## src/rtl/vtg_pkg.sv

```systemverilog
package vtg_pkg;

    localparam int unsigned HW = 16;

    typedef logic [HW-1:0] half_t;

    typedef struct packed {
        half_t hi;
        half_t lo;
    } pair_t;

    typedef struct packed {
        pair_t hwin;
        pair_t vl_top;
        pair_t vl_bot;
        pair_t vo_top;
        pair_t vo_bot;
    } sync_cfg_t;

    localparam int A_MODE     = 'h00;
    localparam int A_LINE_LEN = 'h01;
    localparam int A_HALF_LN  = 'h02;
    localparam int A_RESTART  = 'h03;
    localparam int A_WTOP_S   = 'h04;
    localparam int A_WTOP_E   = 'h05;
    localparam int A_WBOT_S   = 'h06;
    localparam int A_WBOT_E   = 'h07;
    localparam int A_STAT     = 'h08;
    localparam int A_STAT_CLR = 'h09;
    localparam int A_MASK_SET = 'h0A;
    localparam int A_MASK_CLR = 'h0B;
    localparam int OUT_BASE   = 'h10;
    localparam int OUT_STRIDE = 8;

    // inclusive low bound, exclusive high bound, wrapping when lo > hi
    function automatic logic span_hit(input logic [2*HW-1:0] k,
                                      input logic [2*HW-1:0] lo,
                                      input logic [2*HW-1:0] hi);
        if (lo <= hi) return (k >= lo) && (k < hi);
        return (k >= lo) || (k < hi);
    endfunction

endpackage

```

## src/rtl/vtg_counter.sv

```systemverilog
module vtg_counter
    import vtg_pkg::*;
(
    input  logic  clk,
    input  logic  rst_n,
    input  half_t line_len,
    input  half_t half_lines,
    input  logic  realign,
    output half_t hpos,
    output half_t vline,
    output logic  field_bot
);

    typedef struct packed {
        half_t h;
        half_t v;
        logic  f;
    } cnt_t;

    localparam cnt_t CNT_HOME = '{h: '0, v: half_t'(1), f: 1'b0};

    cnt_t          cnt_d, cnt_q;
    half_t         n_lines;
    logic [HW:0]   h_inc;

    always_comb begin
        n_lines = half_lines >> 1;
        h_inc   = {1'b0, cnt_q.h} + 1'b1;
        cnt_d   = cnt_q;
        if (realign) begin
            cnt_d = CNT_HOME;
        end else if (h_inc >= {1'b0, line_len}) begin
            cnt_d.h = '0;
            if (cnt_q.v >= n_lines) begin
                cnt_d.v = half_t'(1);
                cnt_d.f = ~cnt_q.f;
            end else begin
                cnt_d.v = cnt_q.v + 1'b1;
            end
        end else begin
            cnt_d.h = h_inc[HW-1:0];
        end
    end

    always_ff @(posedge clk or negedge rst_n) begin
        if (!rst_n) cnt_q <= CNT_HOME;
        else        cnt_q <= cnt_d;
    end

    assign hpos      = cnt_q.h;
    assign vline     = cnt_q.v;
    assign field_bot = cnt_q.f;

endmodule

```

## src/rtl/vtg_sync_out.sv

```systemverilog
module vtg_sync_out
    import vtg_pkg::*;
(
    input  half_t     hpos,
    input  half_t     vline,
    input  logic      field_bot,
    input  sync_cfg_t cfg,
    output logic      hsync,
    output logic      vsync
);

    pair_t vl, vo;

    always_comb begin
        vl    = field_bot ? cfg.vl_bot : cfg.vl_top;
        vo    = field_bot ? cfg.vo_bot : cfg.vo_top;
        hsync = span_hit({half_t'(0), hpos}, {half_t'(0), cfg.hwin.lo}, {half_t'(0), cfg.hwin.hi});
        vsync = span_hit({vline, hpos}, {vl.lo, vo.lo}, {vl.hi, vo.hi});
    end

endmodule

```

## src/rtl/vtg_irq.sv

```systemverilog
module vtg_irq (
    input  logic       clk,
    input  logic       rst_n,
    input  logic [1:0] event_in,
    input  logic [1:0] stat_clr,
    input  logic [1:0] mask_set,
    input  logic [1:0] mask_clr,
    output logic [1:0] status,
    output logic [1:0] mask,
    output logic       irq
);

    typedef struct packed {
        logic [1:0] stat;
        logic [1:0] mask;
    } irq_t;

    irq_t irq_d, irq_q;

    always_comb begin
        irq_d.stat = (irq_q.stat & ~stat_clr) | event_in;
        irq_d.mask = (irq_q.mask | mask_set) & ~mask_clr;
    end

    always_ff @(posedge clk or negedge rst_n) begin
        if (!rst_n) irq_q <= '0;
        else        irq_q <= irq_d;
    end

    assign status = irq_q.stat;
    assign mask   = irq_q.mask;
    assign irq    = |(irq_q.stat & irq_q.mask);

endmodule

```

## src/rtl/vtg_timing_gen.sv

```systemverilog
module vtg_timing_gen
    import vtg_pkg::*;
#(
    parameter int unsigned NUM_OUT = 4,
    parameter int unsigned ADDR_W  = 8,
    parameter int unsigned DATA_W  = 32
) (
    input  logic               clk,
    input  logic               rst_n,
    input  logic               bus_we,
    input  logic [ADDR_W-1:0]  bus_addr,
    input  logic [DATA_W-1:0]  bus_wdata,
    output logic [DATA_W-1:0]  bus_rdata,
    input  logic               ext_sync,
    output logic [NUM_OUT-1:0] hsync_o,
    output logic [NUM_OUT-1:0] vsync_o,
    output logic               active_o,
    output logic               field_bot_o,
    output logic [HW-1:0]      hpos_o,
    output logic [HW-1:0]      vline_o,
    output logic               irq_o
);

    typedef struct packed {
        logic                        slave;
        half_t                       line_len;
        half_t                       half_lines;
        pair_t                       wtop_s;
        pair_t                       wtop_e;
        pair_t                       wbot_s;
        pair_t                       wbot_e;
        sync_cfg_t [NUM_OUT-1:0]     outs;
    } cfg_t;

    cfg_t       cfg_d, cfg_q;
    logic       restart;
    logic       realign;
    logic [1:0] stat_clr, mask_set, mask_clr, ev;
    logic [1:0] status, mask;
    half_t      hpos, vline;
    logic       field_bot;
    pair_t      win_s, win_e;
    int         a;

    always_comb begin
        cfg_d    = cfg_q;
        restart  = 1'b0;
        stat_clr = '0;
        mask_set = '0;
        mask_clr = '0;
        a        = 32'(bus_addr);
        if (bus_we) begin
            case (a)
                A_MODE:     cfg_d.slave      = bus_wdata[0];
                A_LINE_LEN: cfg_d.line_len   = bus_wdata[HW-1:0];
                A_HALF_LN:  cfg_d.half_lines = bus_wdata[HW-1:0];
                A_RESTART:  restart          = bus_wdata[0];
                A_WTOP_S:   cfg_d.wtop_s     = bus_wdata;
                A_WTOP_E:   cfg_d.wtop_e     = bus_wdata;
                A_WBOT_S:   cfg_d.wbot_s     = bus_wdata;
                A_WBOT_E:   cfg_d.wbot_e     = bus_wdata;
                A_STAT_CLR: stat_clr         = bus_wdata[1:0];
                A_MASK_SET: mask_set         = bus_wdata[1:0];
                A_MASK_CLR: mask_clr         = bus_wdata[1:0];
                default: ;
            endcase
            for (int k = 0; k < int'(NUM_OUT); k++) begin
                if (a == OUT_BASE + OUT_STRIDE*k + 0) cfg_d.outs[k].hwin   = bus_wdata;
                if (a == OUT_BASE + OUT_STRIDE*k + 1) cfg_d.outs[k].vl_top = bus_wdata;
                if (a == OUT_BASE + OUT_STRIDE*k + 2) cfg_d.outs[k].vl_bot = bus_wdata;
                if (a == OUT_BASE + OUT_STRIDE*k + 3) cfg_d.outs[k].vo_top = bus_wdata;
                if (a == OUT_BASE + OUT_STRIDE*k + 4) cfg_d.outs[k].vo_bot = bus_wdata;
            end
        end
    end

    always_ff @(posedge clk or negedge rst_n) begin
        if (!rst_n) cfg_q <= '0;
        else        cfg_q <= cfg_d;
    end

    assign realign = restart | (cfg_q.slave & ext_sync);

    vtg_counter u_cnt (
        .clk        (clk),
        .rst_n      (rst_n),
        .line_len   (cfg_q.line_len),
        .half_lines (cfg_q.half_lines),
        .realign    (realign),
        .hpos       (hpos),
        .vline      (vline),
        .field_bot  (field_bot)
    );

    for (genvar k = 0; k < int'(NUM_OUT); k++) begin : g_out
        vtg_sync_out u_out (
            .hpos      (hpos),
            .vline     (vline),
            .field_bot (field_bot),
            .cfg       (cfg_q.outs[k]),
            .hsync     (hsync_o[k]),
            .vsync     (vsync_o[k])
        );
    end

    always_comb begin
        win_s    = field_bot ? cfg_q.wbot_s : cfg_q.wtop_s;
        win_e    = field_bot ? cfg_q.wbot_e : cfg_q.wtop_e;
        active_o = (vline >= win_s.hi) && (vline <= win_e.hi) &&
                   (hpos  >= win_s.lo) && (hpos  <= win_e.lo);
        ev       = '0;
        if (hpos == '0 && vline == half_t'(1)) begin
            ev = field_bot ? 2'b01 : 2'b10;
        end
    end

    vtg_irq u_irq (
        .clk      (clk),
        .rst_n    (rst_n),
        .event_in (ev),
        .stat_clr (stat_clr),
        .mask_set (mask_set),
        .mask_clr (mask_clr),
        .status   (status),
        .mask     (mask),
        .irq      (irq_o)
    );

    always_comb begin
        bus_rdata = '0;
        if (32'(bus_addr) == A_STAT)          bus_rdata[1:0] = status;
        else if (32'(bus_addr) == A_MASK_SET) bus_rdata[1:0] = mask;
    end

    assign hpos_o      = hpos;
    assign vline_o     = vline;
    assign field_bot_o = field_bot;

endmodule

```

## config.mk

```make
export PLATFORM = sky130hd
export DESIGN_NAME = vtg_timing_gen
export DESIGN_NICKNAME = d
export VERILOG_FILES = /design/src/rtl/vtg_pkg.sv /design/src/rtl/vtg_counter.sv /design/src/rtl/vtg_sync_out.sv /design/src/rtl/vtg_irq.sv /design/src/rtl/vtg_timing_gen.sv
export SDC_FILE = /design/constraint.sdc
export NUM_CORES = 2
export LEC_CHECK = 0
export CAP_MARGIN = 5
export CORE_ASPECT_RATIO = 0.6
export CORE_MARGIN = 1.5
export CORE_UTILIZATION = 50
export DETAILED_ROUTE_END_ITERATION = 8
export PLACE_DENSITY = 0.67
export SLEW_MARGIN = 15
export SYNTH_ARGS = -nofsm -noshare
export SYNTH_HDL_FRONTEND = slang
export SYNTH_HIERARCHICAL = 1
export SYNTH_SLANG_ARGS = --single-unit
```

## constraint.sdc

```tcl
create_clock -name clk -period 4.4 [get_ports clk]
set_clock_uncertainty 0.2 [all_clocks]
set_input_delay 0.44 -clock clk [delete_from_list [all_inputs] [get_ports clk]]
set_output_delay 0.44 -clock clk [all_outputs]
set_load 0.01 [all_outputs]
```

==> run metrics <==
status=finished with violations; violated checks=setup timing; Critical Path AT=3890 ps; Pint=0.0170 W; required time worst endpoint=3760 ps; die area=103000 um^2; Layout area overhead=17.1%; antenna violations before repair=12; most frequent cells in the layout=dfrtp_1, mux2_2, ha_1, inv_1, mux2i_1; final HPWL from detailed placement=101 mm; Die Wd=414 um; Post-Route Setup TNS=-357 ps; synthesized area=50600 um^2; DR vias=35800; DRT antenna net count=0; fin area=59300 um^2; FF/Latch Area=21000 um^2; measured slew at the worst slew-check pin=1200 ps; endpoints failing hold=0; NetSw=0.00884 W; DRC violations left=0; H-tree levels=3; largest net degree at the start of global routing=93; Routed WL=154 mm; YS warnings=6; RSZ-0062 raised after global routing=yes; total global routing overflow=0; IO Port Bufs=88; Clock Power Share=0.290; post-layout min period=4530 ps; FP Rows=90; layout cell share with drive strength beyond 1=0.318; CP Launch Type=flip-flop; worst hold slack=137 ps; Multi-input gate area=29200 um^2; First-pass DRT Iterations=5; CTS Root Cell=clkbuf_16; clock slew at reported path FFs=70 ps; wire per inst=25.9 um; worst r2r path cells=14; leak pwr=31.3 nW; via count of the first global-routing pass=35100; Rel. slew slack=0.199; FILL cells=8150; flop-to-flop setup slack=290 ps; via/cell ratio=6.02; Initial Util=0.504; period utilization=1.03; Max VDD drop=0.320 mV; CP Launch Point=u_cnt/field_bot; worst reg2reg path startpoint=u_cnt/hpos[1]; Post-Place Cells=5740; Fmax=221 MHz; CORE AREA=100000 um^2; critical path class=flip-flop to primary output; Critical Path End=vsync_o[2]; CTS Buffer Depth=3; Sequential Power Share=0.325; DIE HEIGHT=249 um; Mapped Avg Cell Area=11.8 um^2; first-pass GRT wire length=227 mm; CTS Buf Count=83; final cell count without fillers=5958; post-synthesis instance total=4306; Placer Congestion=0.892; Power Density=436 nW/um^2; clk_lat worst skew=690 ps; switching share of power=0.342; crit path max fanout=8; Layout Nets=5259; Max Slew Vio Count=0; DR iter-0 viols=3006; CP Capture Type=primary output; Final WS setup=-132 ps; min-delay worst type=primary input to async pin; reg2reg end=u_cnt/vline[0]; CTS tree=done; post-place instance area=54000 um^2; setup violators final=4; final core utilization=0.590; MaxCap Viol Count=0; clock sink count=837; most common cell after layout, fill and taps aside=dfrtp_1; Logic pwr share=0.385; I/O Pins=119; GRT Resource Usage Total=0.296
==> sequential cells by signal, summed over array words and instances (netlist names) <==
name and flops:
u_cnt/field_bot 1, u_cnt/vline 16, cfg_q 800, u_irq/mask 2, u_irq/status 2, u_cnt/hpos 16
==> metal layers <==
metal | wire length (um) | track usage | up-vias
met4 | 4340 | 0.0902 | 0
met1 | 73700 | 0.444 | 18200
met3 | 11100 | 0.0572 | 220
met5 | 0 | 0 | -
met2 | 65100 | 0.429 | 1178
li1 | - | - | 16200
==> critical path: stages (launching register included) <==
cell	delay (ps)
dfrtp_4	510
buf_12	160
buf_12	140
buf_12	120
buf_12	140
mux2i_4	180
inv_2	60
ha_4	240
nor2b_4	120
o211ai_1	210
a21oi_2	80
o31a_1	340
o31ai_2	250
a31oi_1	120
maj3_2	390
buf_6	150
==> power by group through the flow <==
| stage | Clock, W | Combinational (W) | Sequential [W] |
|---|---|---|---|
| finish | 0.00749 | 0.00996 | 0.00841 |
| CTS | 0.00760 | 0.00881 | 0.00839 |
| floorplan | 0 | 0.00489 | 0.00849 |
| detailed placement | 0 | 0.00805 | 0.00852 |
| global placement | 0 | 0.00795 | 0.00851 |
| global route | 0.00793 | 0.0106 | 0.00845 |
==> repair_timing <==
item                                    in CTS  in global routing
endpoints found under the setup margin       9                  7
cloned                                       5                  7
pin swaps                                   25                 54
hold buffers                                 3                  0
setup buffers                               18                 28
gates resized for setup                    138                229
hold endpoints to repair                    81                  0
==> how the worst min path moves through the flow <==
stage	startpoint	slack, ps	cells after the start	end
after floorplan	rst_n	-60	0	cfg_q[0]
after global placement	cfg_q[526]	270	1	cfg_q[526]
after detailed placement	cfg_q[526]	280	1	cfg_q[526]
after CTS	bus_wdata[1]	80	4	u_irq/mask[1]
after global routing	bus_wdata[1]	130	2	cfg_q[513]
final	rst_n	140	2	cfg_q[457]
==> layout make-up <==
type / instances / area share
multi-input combinational: 2972 / 0.493
sequential: 837 / 0.354
timing repair buffer: 348 / 0.0582
clock buffer: 116 / 0.0402
tap: 1334 / 0.0282
inverter: 308 / 0.0197
clock inverter: 35 / 0.00684
antenna: 8 / 0.000338
==> through the flow <==
stage	total power (W)	worst slack (ps)
after floorplan	0.0134	700
after global placement	0.0165	-35.0
after detailed placement	0.0166	-46.9
after CTS	0.0248	-192
after global routing	0.0270	-239
final	0.0259	-132
(Power assumes the default switching activity.)
